File: src/rtl/csc_pkg.sv
package csc_pkg;
  typedef enum logic [1:0] {
    CS_OFF   = 2'd0,
    CS_WAKE  = 2'd1,
    CS_ON    = 2'd2,
    CS_SLEEP = 2'd3
  } cell_state_e;
endpackage

File: src/rtl/csc_idle_timer.sv
module csc_idle_timer #(
  parameter int IDLE_W = 10
) (
  input  logic              clk,
  input  logic              rst_n,
  input  logic              clr_i,
  input  logic              tick_i,
  input  logic [IDLE_W-1:0] limit_i,
  output logic              expire_o
);
  localparam int CW = IDLE_W + 1;

  logic [IDLE_W-1:0] cnt_q;
  logic [CW-1:0]     next_cnt;
  logic              armed;

  assign armed    = (limit_i != '0);
  assign next_cnt = {1'b0, cnt_q} + CW'(1);
  assign expire_o = tick_i && armed && (next_cnt == {1'b0, limit_i});

  always_ff @(posedge clk or negedge rst_n) begin
    if (!rst_n) begin
      cnt_q <= '0;
    end else if (clr_i || !armed) begin
      cnt_q <= '0;
    end else if (tick_i) begin
      cnt_q <= next_cnt[IDLE_W-1:0];
    end
  end
endmodule

File: src/rtl/csc_wake_timer.sv
module csc_wake_timer #(
  parameter int WAKE_W = 8
) (
  input  logic              clk,
  input  logic              rst_n,
  input  logic              run_i,
  input  logic [WAKE_W-1:0] len_i,
  output logic              done_o
);
  logic [WAKE_W-1:0] cnt_q;

  assign done_o = run_i && (cnt_q == len_i);

  always_ff @(posedge clk or negedge rst_n) begin
    if (!rst_n) begin
      cnt_q <= '0;
    end else if (run_i && !done_o) begin
      cnt_q <= cnt_q + WAKE_W'(1);
    end else begin
      cnt_q <= '0;
    end
  end
endmodule

File: src/rtl/csc_re_spacer.sv
module csc_re_spacer #(
  parameter bit GUARD_EN = 1'b1
) (
  input  logic clk,
  input  logic rst_n,
  input  logic fire_i,
  input  logic guard_i,
  output logic re_o,
  output logic open_o
);
  logic re_q;

  always_ff @(posedge clk or negedge rst_n) begin
    if (!rst_n) re_q <= 1'b0;
    else        re_q <= fire_i;
  end

  assign re_o = re_q;

  generate
    if (GUARD_EN) begin : g_guard
      logic re_d1_q;
      always_ff @(posedge clk or negedge rst_n) begin
        if (!rst_n) re_d1_q <= 1'b0;
        else        re_d1_q <= re_q;
      end
      assign open_o = !re_q && !(guard_i && re_d1_q);
    end else begin : g_plain
      assign open_o = !re_q;
    end
  endgenerate
endmodule

File: src/rtl/cell_sleep_ctrl.sv
module cell_sleep_ctrl
  import csc_pkg::*;
#(
  parameter int ADDR_W   = 13,
  parameter int DATA_W   = 32,
  parameter int IDLE_W   = 10,
  parameter int WAKE_W   = 8,
  parameter bit GUARD_EN = 1'b1
) (
  input  logic              clk,
  input  logic              rst_n,
  input  logic              rd_mode_i,
  input  logic [IDLE_W-1:0] idle_limit_i,
  input  logic [WAKE_W-1:0] wake_len_i,
  input  logic              strobe_fast_i,
  input  logic              re_guard_i,
  input  logic              req_valid_i,
  output logic              req_ready_o,
  input  logic [ADDR_W-1:0] req_addr_i,
  output logic              rsp_valid_o,
  input  logic              rsp_ready_i,
  output logic [DATA_W-1:0] rsp_data_o,
  output logic              cell_en_o,
  output logic              cell_re_o,
  output logic [ADDR_W-1:0] cell_addr_o,
  input  logic [DATA_W-1:0] cell_rdata_i
);
  cell_state_e state_q, state_d;

  logic              accept;
  logic              gap_open;
  logic              guard_eff;
  logic              idle_tick;
  logic              idle_clr;
  logic              idle_expire;
  logic              wake_run;
  logic              wake_done;
  logic              slot_free;
  logic [ADDR_W-1:0] addr_q;
  logic              rsp_valid_q;
  logic [DATA_W-1:0] rsp_data_q;

  // Guard only matters with the short-strobe timing selected.
  assign guard_eff = re_guard_i && strobe_fast_i;

  assign slot_free   = !rsp_valid_q || rsp_ready_i;
  assign req_ready_o = rd_mode_i && (state_q == CS_ON) && gap_open && slot_free;
  assign accept      = req_valid_i && req_ready_o;

  csc_re_spacer #(
    .GUARD_EN (GUARD_EN)
  ) u_spacer (
    .clk     (clk),
    .rst_n   (rst_n),
    .fire_i  (accept),
    .guard_i (guard_eff),
    .re_o    (cell_re_o),
    .open_o  (gap_open)
  );

  // Idle = enabled, nothing presented, no strobe in flight.
  assign idle_tick = (state_q == CS_ON) && !req_valid_i && !cell_re_o;
  assign idle_clr  = accept || (state_q != CS_ON);

  csc_idle_timer #(
    .IDLE_W (IDLE_W)
  ) u_idle (
    .clk      (clk),
    .rst_n    (rst_n),
    .clr_i    (idle_clr),
    .tick_i   (idle_tick),
    .limit_i  (idle_limit_i),
    .expire_o (idle_expire)
  );

  assign wake_run = (state_q == CS_WAKE);

  csc_wake_timer #(
    .WAKE_W (WAKE_W)
  ) u_wake (
    .clk    (clk),
    .rst_n  (rst_n),
    .run_i  (wake_run),
    .len_i  (wake_len_i),
    .done_o (wake_done)
  );

  always_comb begin
    state_d = state_q;
    if (!rd_mode_i && !cell_re_o) begin
      state_d = CS_OFF;
    end else begin
      unique case (state_q)
        CS_OFF:   if (rd_mode_i)   state_d = CS_WAKE;
        CS_WAKE:  if (wake_done)   state_d = CS_ON;
        CS_ON:    if (idle_expire) state_d = CS_SLEEP;
        CS_SLEEP: if (req_valid_i) state_d = CS_WAKE;
        default:                   state_d = CS_OFF;
      endcase
    end
  end

  always_ff @(posedge clk or negedge rst_n) begin
    if (!rst_n) state_q <= CS_OFF;
    else        state_q <= state_d;
  end

  assign cell_en_o = (state_q == CS_WAKE) || (state_q == CS_ON);

  always_ff @(posedge clk or negedge rst_n) begin
    if (!rst_n)      addr_q <= '0;
    else if (accept) addr_q <= req_addr_i;
  end

  assign cell_addr_o = addr_q;

  // Single response slot, filled in the strobe cycle.
  always_ff @(posedge clk or negedge rst_n) begin
    if (!rst_n) begin
      rsp_valid_q <= 1'b0;
      rsp_data_q  <= '0;
    end else if (cell_re_o) begin
      rsp_valid_q <= 1'b1;
      rsp_data_q  <= cell_rdata_i;
    end else if (rsp_ready_i) begin
      rsp_valid_q <= 1'b0;
    end
  end

  assign rsp_valid_o = rsp_valid_q;
  assign rsp_data_o  = rsp_data_q;
endmodule

File: config.mk
export PLATFORM = sky130hd
export DESIGN_NAME = cell_sleep_ctrl
export DESIGN_NICKNAME = d
export VERILOG_FILES = /design/src/rtl/csc_pkg.sv /design/src/rtl/csc_idle_timer.sv /design/src/rtl/csc_wake_timer.sv /design/src/rtl/csc_re_spacer.sv /design/src/rtl/cell_sleep_ctrl.sv
export SDC_FILE = /design/constraint.sdc
export NUM_CORES = 1
export LEC_CHECK = 0
export ABC_CLOCK_PERIOD_IN_PS = 5800
export CAP_MARGIN = 25
export CORE_MARGIN = 1.5
export CORE_UTILIZATION = 30
export CTS_CLUSTER_DIAMETER = 120
export DETAILED_ROUTE_END_ITERATION = 6
export DONT_BUFFER_PORTS = 1
export HOLD_SLACK_MARGIN = 0.1
export PLACE_DENSITY = 0.53
export REMOVE_ABC_BUFFERS = 1
export SYNTH_ARGS = -nofsm -noshare
export SYNTH_HDL_FRONTEND = slang
export SYNTH_SLANG_ARGS = --single-unit
File: constraint.sdc
create_clock -name clk -period 5.8 [get_ports clk]
set_input_delay 0.29 -clock clk [delete_from_list [all_inputs] [get_ports clk]]
set_output_delay 0.29 -clock clk [all_outputs]
set_load 0.02 [all_outputs]
; ---- Word level (Yosys, flattened, before mapping)
; Cells that the tools add are included.
[word_totals]
word_cells = 61
in_bits = 70
ff_bits = 68
out_inout_bits = 49
[classes]
muxes = 11
n_addsub = 2
reduce_logical = 30
eq_ne = 10
[ops]
columns = operator, count
row1 = $mux 10, 2
row2 = $logic_and 1x1->1, 14
row3 = $ne 3x3->1 const B, 4
row4 = $add 10x1->11 const B, 1
row5 = $eq 11x10->1, 1
row6 = $mux 2, 5
row7 = $reduce_bool 10->1, 1
row8 = $add 8x1->8 const B, 1
row9 = $eq 8x8->1, 1
row10 = $mux 8, 1
row11 = $pmux 2 s4, 1
row12 = $logic_not 1->1, 7
row13 = $eq 2x2->1 const B, 2
row14 = $logic_or 1x1->1, 4
row15 = $reduce_and 4->1, 1
row16 = $reduce_bool 2->1, 2
row17 = $eq 2x1->1 const B, 1
row18 = $logic_not 2->1, 1
row19 = $mux 1, 2
row20 = $ne 2x2->1 const B, 1

; ---- Logic depth before layout (Yosys ltp)
; Gate-level depths: netlist of run 1.
[logic_depth]
word_depth = 10
ltp_mapped = 10
mapped_depth_nobuf = 9

; ---- Cells and area by module
; A second synthesis of run 1 with hierarchy kept.
[unflattened]
cells_unflattened = 257
hier_area_um2 = 3314.4
[by_module_without_submodules]
columns = module, cells_each, seq_area_each_um2, n_inst, area_per_inst_um2
row1 = cell_sleep_ctrl, 124, 1201.2, 1, 2000.7
row2 = csc_idle_timer, 84, 250.2, 1, 754.5
row3 = csc_wake_timer, 46, 200.2, 1, 500.5
row4 = csc_re_spacer, 3, 50.0, 1, 58.8

; ---- Least setup slack after synthesis of run 1
; No wires, ideal clock.
[synth_timing]
path_type = flip-flop to flip-flop
startpoint = register state_q[0]
endpoint = register u_idle.cnt_q[0]
required_ps = 5669
arrival_ps = 2041
stages_incl_launch_ff = 8
path_buffers = 0
period_less_slack_ps = 2172
slack_ps = 3628
setup_time_ps = 131
cell_sequence = dfrtp_1 -> inv_1 -> ha_1 -> nand2_1 -> a311oi_1 -> nand2_1 -> nand3_1 -> nor2_1
[synth_via]
elab_chain_len = 8
elab_cells_between_ends = 12
cone_classes = eq/ne: 2 / mux: 1 / reduce/logical: 9
[synth_rtl]
columns = element, line
row1 = from (decl), cell_sleep_ctrl.sv:28  ; cell_state_e state_q, state_d;
row2 = from (signal assigned), cell_sleep_ctrl.sv:105  ; else state_q <= state_d;
row3 = $eq 2x2->1 (*), cell_sleep_ctrl.sv:47  ; assign req_ready_o = rd_mode_i && (state_q == CS_ON) && gap_open && slot_free;
row4 = $logic_and 1x1->1 (*) (3 in a row), cell_sleep_ctrl.sv:47
row5 = named net req_ready_o, cell_sleep_ctrl.sv:18  ; output logic req_ready_o,
row6 = $logic_and 1x1->1 (*), cell_sleep_ctrl.sv:48  ; assign accept = req_valid_i && req_ready_o;
row7 = $logic_or 1x1->1 (*), cell_sleep_ctrl.sv:63  ; assign idle_clr = accept || (state_q != CS_ON);
row8 = $logic_or 1x1->1 (*), csc_idle_timer.sv:24  ; end else if (clr_i || !armed) begin
row9 = $mux 10 / $reduce_bool 2->1 (equally long branches), -
row10 = to (signal assigned), csc_idle_timer.sv:27  ; cnt_q <= next_cnt[IDLE_W-1:0];
row11 = to (decl), csc_idle_timer.sv:13  ; logic [IDLE_W-1:0] cnt_q;
; The timed path passes the listed nets; every way through them passes the cells marked *.
; A chain may end at the register's enable or synchronous reset.

; ---- Final worst setup path of run 1
[layout_timing]
startpoint = register u_spacer.re_q (netlist: u_spacer.re_o)
endpoint = register u_idle.cnt_q[3]
[layout_via]
elab_chain_len = 8
elab_cells_between_ends = 10
cone_classes = mux: 1 / reduce/logical: 9
[layout_rtl]
columns = element, line
row1 = from (decl), csc_re_spacer.sv:11  ; logic re_q;
row2 = from (signal assigned), csc_re_spacer.sv:15  ; else re_q <= fire_i;
row3 = $logic_not 1->1 (*), csc_re_spacer.sv:27  ; assign open_o = !re_q && !(guard_i && re_d1_q);
row4 = $logic_and 1x1->1 (*), csc_re_spacer.sv:27
row5 = $logic_and 1x1->1 (*) (2 in a row), cell_sleep_ctrl.sv:47
row6 = named net req_ready_o, cell_sleep_ctrl.sv:18
row7 = $logic_and 1x1->1 (*), cell_sleep_ctrl.sv:48
row8 = $logic_or 1x1->1 (*), cell_sleep_ctrl.sv:63
row9 = $logic_or 1x1->1 (*), csc_idle_timer.sv:24
row10 = $mux 10 / $reduce_bool 2->1 (equally long branches), -
; Marked as above.

==> results of run 1 <==
-- cell families (layout without fill, tap and decap cells) --
family	count (synthesis)	after routing	synth area share
buffers and inverters	19	71	0.02836
adders and majority gates	7	7	0.02683
AOI/OAI and AO/OA	27	27	0.05826
xor gates and xnor gates	33	33	0.08854
muxes	34	34	0.1165
and+or+nand+nor	113	113	0.1602
DFF	68	68	0.5213
-- placed cells by master, fill, tap and decap left out, drive strengths merged --
cell type / netlist / routed
a21o: 1 / 1
a21oi: 6 / 6
nor2: 24 / 24
o31a: 1 / 1
nand4: 5 / 5
bufinv: 0 / 2
mux2i: 2 / 2
o311ai: 1 / 1
nand2: 50 / 50
o22ai: 3 / 3
nor3: 5 / 5
o211ai: 1 / 1
nor2b: 1 / 1
clkbuf: 4 / 13
mux2: 32 / 32
or3b: 1 / 1
xor2: 13 / 13
and3: 4 / 4
o211a: 1 / 1
clkinvlp: 0 / 1
nor4: 3 / 3
a311o: 1 / 1
xnor2: 20 / 20
nand3b: 2 / 2
inv: 8 / 8
dfrtp: 68 / 68
nor3b: 1 / 1
or3: 1 / 1
a311oi: 1 / 1
a211oi: 1 / 1
ha: 7 / 7
and2: 1 / 1
buf: 7 / 1
nand3: 13 / 13
a2bb2oi: 1 / 1
dlygate4sd3: 0 / 46
a21boi: 3 / 3
o21ai: 4 / 4
a41oi: 2 / 2
nand2b: 2 / 2
-- per-stage QoR --
step / instance area, um^2 / std cells / hold WS, ns / setup slack [ns]
floorplan: 3202 / 290 / -0.005591 / 3.041
global placement: 3373 / 426 / -0.003955 / 2.791
detailed placement: 3373 / 426 / -0.003795 / 2.748
CTS: 4098 / 489 / 0.1089 / 2.733
global route: 4098 / 489 / 0.1107 / 2.468
finish: 4098 / 489 / 0.1337 / 2.748
-- worst reg2reg max path: stages (launching register included) --
cell and delay (ns):
dfrtp_2 0.72, a21o_1 0.30, a311oi_1 0.74, nand2_1 0.56
nand3_1 0.50, nor2_1 0.10
-- power groups by stage --
stage               sequential (mW)  clock (mW)  combinational [mW]
finish                        0.984       0.450               0.340
global route                   1.01       0.488               0.384
CTS                           0.985       0.466               0.343
detailed placement            0.989           0               0.309
global placement              0.991           0               0.296
floorplan                     0.945           0               0.262
-- state kept, by name, summed over array words and instances, names as in the netlist --
signal,cells
rsp_data_o,32
cell_addr_o,13
u_wake.cnt_q,8
state_q,2
u_spacer.re_o,1
u_idle.cnt_q,10
rsp_valid_o,1
u_spacer.g_guard.re_d1_q,1
-- layout make-up --
cell class                      instances  share of cell area
Sequential cell                        68              0.4156
Tap cell                              136             0.04153
Clock buffer                           13             0.04122
Clock inverter                          3             0.01649
Multi-Input combinational cell        214              0.3588
Inverter                                8            0.007328
Timing Repair Buffer                   47              0.1191
-- synth_stat cells (2+ instances only) --
cell type  instances
nand3b_1           2
buf_2              5
mux2_2            32
inv_1              6
a21boi_0           2
ha_1               7
nand4_1            5
xnor2_1           20
buf_6              2
nand3_1           12
mux2i_1            2
o22ai_1            3
o21ai_0            3
nand2_1           50
and3_1             4
dfrtp_1           68
clkbuf_1           4
xor2_1            13
nor4_1             3
inv_2              2
nor2_1            24
a41oi_1            2
nor3_1             4
a21oi_1            6
-- how the worst max path moves through the flow --
stage,from,end,slack [ns],cells after the start
after floorplan,u_spacer.re_o,u_idle.cnt_q[0],3.04,5
after global placement,u_spacer.re_o,u_idle.cnt_q[3],2.79,5
after detailed placement,u_spacer.re_o,u_idle.cnt_q[3],2.75,5
after CTS,u_spacer.re_o,u_idle.cnt_q[3],2.73,5
after global routing,u_spacer.re_o,u_idle.cnt_q[3],2.47,5
final,u_spacer.re_o,u_idle.cnt_q[3],2.75,5
-- metal layers --
layer | wire length [um] | part of all wire
met1 | 3042 | 0.41
met2 | 3617 | 0.49
met3 | 603 | 0.082
met4 | 105 | 0.014
met5 | 0 | 0
==> out/qor.yml, run 1 <==
cts_resized: 0
rows: 37
synth.yosys.seq_area_share: 0.5213
setup_tns_ns: 0
start_util: 0.3120
p_leak_nw: 1.743
rsz0062_at_grt: "false"
p_sw_uw: 667.5
cts_tree: "built"
yosys-top-cells-area: "dfrtp_1 (52%), mux2_2 (11%), nand2_1 (5.7%)"
clkLatencyLatePin_ns: 0.34
grtUsageTotal: 0.1374
reg2reg_depth: 5
syn_inst: 301
yosysWarnings: 0
max_stage_delay_ns: 0.74
switching_share: 0.3764
via_count: 2344
cap_violations: 0
finClkSkew_ns: 0.007810
synth_area_per_cell_um2: 10.85
crit_buf_inv: 0
crit_path_end_kind: "flop"
seq_area_mm2: 0.001703
ys_async_sr_fraction: 1.000
crit_arrival_ns: 3.26
multi_input_area_mm2: 0.001470
dieArea_mm2: 0.01152
antenna_left: 0
synth_edf_count: 0
p_clk_frac: 0.254
reg2reg_slack_ns: 2.75
busiest_layer: "met2"
cts.sinks: 68
utilization: 0.3917
intPower_mw: 1.106
ios: 119
synth_top_area_share: 0.5213
first_iter_violations: 101
synth_area_leader_cell: "dfrtp_1"
drc: 0
crit_chain: "a21o_1, a311oi_1, nand2_1, nand3_1, nor2_1"
synth_cell_types: 44
maxSlewHeadroom: 0.3622
numCtsBuffers: 9
dr.pass1.iters: 4
use_met3: 0.05327
antenna_found_initial: 0
fillers: 1041
r2r_start: "u_spacer.re_o"
fmax_mhz: 327.7
nets: 425
power_mw: 1.773
ys.flop_type: "dfrtp_1"
use_met1: 0.1634
finalSetupViolations: 0
gp_congestion: 0.7543
hold_depth: 2
grt_pass1_vias: 2442
critical-path-top-delay-family: "simple AND/OR/NAND/NOR gates"
root_buffer: "clkbuf_8"
post-route-min-period_ns: 3.052
outcome: "finished, final reports clean"
drive_gt1_frac: 0.1558
power.share.sequential: 0.555
crit_fanout: 39
totalWireLength_um: 7368
grt_use_met2: 0.2202
core_mm2: 0.01046
syn2layout_area_growth_pct: 25.53
die_w_um: 107.3
ys_ff_latch: 68
cp_data_required_time_ns: 6.01
finalMaxSlewViolations: 0
worstMarginPinSlew_ns: 0.9502
combPwrFrac: 0.191
hold_viol: 0
clock_path_buffers: 2
cts_hold_buf: 47
start_kind: "flop"
die_h_um: 107.3
post_cts.repair.setup_buffers: 0
period_share: 0.5261
holdPathEnd: "state_q[0]"
hpwl_um: 5091
min_from: "rd_mode_i"
netlist_area_mm2: 0.003264
min_path_type: "in2reg"
power_density_mw_per_mm2: 432.8
grt-ovfl-total: 0
num_antenna_cells: 0
vias_per_cell: 4.793
port_buffers: 0
crit_type: "reg2reg"
cts_max_level: 3
wl_per_cell_um: 15.07
path_clk_slew_ns: 0.07
grt_max_degree: 69
grt_first_pass_wirelength_um: 12050
crit_slowest_cell: "a311oi_1"
r2r_end: "u_idle.cnt_q[3]"
ir_drop_v: 0.0002220
Power figures use the tool's default switching activity.
==> run 2, diff against run 1 <==
ABC_CLOCK_PERIOD_IN_PS = 2700   (was 5800)
PLACE_DENSITY = 0.54   (was 0.53)
clock period = 2.7 ns   (was 5.8 ns; I/O delays follow)
==> out/qor.yml, run 2 (same netlist as run 1, synthesis figures left out) <==
start_kind: "flop"
drive_gt1_frac: 0.1667  # +0.01086
start_util: 0.3120  # unchanged
grt-ovfl-total: 0  # unchanged
dieArea_mm2: 0.01152  # unchanged
maxSlewHeadroom: 0.6563  # +0.2941
period_share: 0.8691  # +0.3430
seq_area_mm2: 0.001703  # unchanged
p_leak_nw: 1.768  # +1.4%
crit_path_end_kind: "flop"
outcome: "finished, final reports clean"
via_count: 2354  # +0.43%
largest_reg_flops: 32  # unchanged
syn2layout_area_growth_pct: 26.72
drc: 0  # unchanged
cts.sinks: 68  # unchanged
root_buffer: "clkbuf_8"
cp_data_required_time_ns: 2.96  # -3.05 ns
crit_type: "reg2reg"
totalWireLength_um: 7528  # +2.2%
fmax_mhz: 426.1  # +30%
port_buffers: 0  # unchanged
hold_depth: 4  # +2
hold_viol: 0  # unchanged
finClkSkew_ns: 0.005313  # -0.002497 ns
core_mm2: 0.01046  # unchanged
finalSetupViolations: 0  # unchanged
rsz0062_at_grt: "false"
gp_congestion: 0.7870  # +4.3%
dpl_worst_slack_ns: 0.3512  # -2.397 ns
num_antenna_cells: 0  # unchanged
antenna_left: 0  # unchanged
hpwl_um: 5100  # +0.17%
min_path_type: "in2reg"
reg2reg_depth: 9  # +4
rows: 37  # unchanged
fillers: 1032  # -0.86%
ios: 119  # unchanged
ir_drop_v: 0.0004788  # +120%
final_cell_mix: "dfrtp_1 (67), nand2_1 (50), dlygate4sd3_1 (49)"
power_mw: 3.785  # +110%
wl_per_cell_um: 15.18  # +0.73%
worstMarginPinSlew_ns: 0.5116  # -0.4386 ns
power_density_mw_per_mm2: 915.1  # +110%
crit_arrival_ns: 2.60  # -0.66 ns
routed-wl-met3_um: 557  # -7.6%
multi_input_area_mm2: 0.001470  # unchanged
grt_first_pass_wirelength_um: 12300  # +2.1%
nets: 432  # +1.6%
cap_violations: 0  # unchanged
top_layer: "met4"
wl_met1_um: 3137  # +3.1%
die_h_um: 107.3  # unchanged
antenna_found_initial: 0  # unchanged
path_clk_slew_ns: 0.08  # about the same
grtUsageTotal: 0.1373  # about the same
dr.pass1.iters: 4  # unchanged
vias_per_cell: 4.746  # -0.99%
grt_pass1_vias: 2495  # +2.2%
cts_tree: "built"
finalMaxSlewViolations: 0  # unchanged
clkLatencyLatePin_ns: 0.33  # about the same
die_w_um: 107.3  # unchanged
layout_setup_ws_ns: 0.3533  # -2.395 ns
final_common_cell: "dfrtp_1"
crit_fanout: 7  # -82%
numCtsBuffers: 9  # unchanged
fin_area_mm2: 0.004136  # +0.95%
placed_area_mm2: 0.003403  # +0.89%
cts_max_level: 3  # unchanged
grt_max_degree: 69  # unchanged
first_iter_violations: 123  # +22%
wl_met2_um: 3769  # +4.2%
cts_resized: 0  # unchanged
clock_path_buffers: 2  # unchanged
post-route-min-period_ns: 2.347  # -0.7049 ns
## run 2: cell type report
| class | instances | share of cell area |
|---|---|---|
| Clock buffer | 9 | 0.02995 |
| Timing Repair Buffer | 54 | 0.1325 |
| Multi-Input combinational cell | 214 | 0.3554 |
| Clock inverter | 7 | 0.02208 |
| Sequential cell | 68 | 0.4117 |
| Tap cell | 136 | 0.04114 |
| Inverter | 8 | 0.007260 |
## run 2: final timing paths
kind                               start                       end  slack [ns]
setup reg to reg              state_q[0]                state_q[0]        0.35
hold reg to reg            u_spacer.re_o  u_spacer.g_guard.re_d1_q        0.48
hold / removal               req_valid_i           cell_addr_o[11]        0.18
max in group asynchronous          rst_n             u_spacer.re_o        2.08
setup / recovery              state_q[0]                state_q[0]        0.35
min in group asynchronous          rst_n           u_wake.cnt_q[2]        0.34
## run 2: critical path, cell delays in order, from the launching register on
cell and delay [ns]:
dfrtp_1 0.42, inv_1 0.13, ha_1 0.22, or3b_1 0.50, nor3_2 0.22, nand4_1 0.11, a21oi_1 0.12, a41oi_1 0.20
nand2b_4 0.21, a21oi_1 0.16
## run 2: metal layers
layer	vias to the layer above	GRT usage
met5	-	0
met4	0	0.04381
met3	9	0.05145
met2	70	0.2247
met1	1140	0.1669
li1	1135	-
## run 2: stage by stage
step	TNS [ns]	hold WS (ns)	utilization	cells
after floorplan	-0.5748	-0.1606	-	290
after global placement	0	-0.1580	0.3253	430
after detailed placement	0	-0.1582	0.3253	430
after CTS	0	0.1578	0.3954	496
after global routing	0	0.1839	0.3954	496
final	0	0.1844	0.3954	496
## run 2: power breakdown
part / total, mW / internal [mW] / switching (mW)
registers: 2.09 / 1.38 / 0.707
clock network: 0.913 / 0.517 / 0.396
logic: 0.782 / 0.416 / 0.366
## run 2: timing repair
action                                 4_1_cts  5_1_grt
hold buffers                                50        0
setup endpoints to repair                    0        0
endpoints found under the hold margin      117        0
setup buffers                                0        0
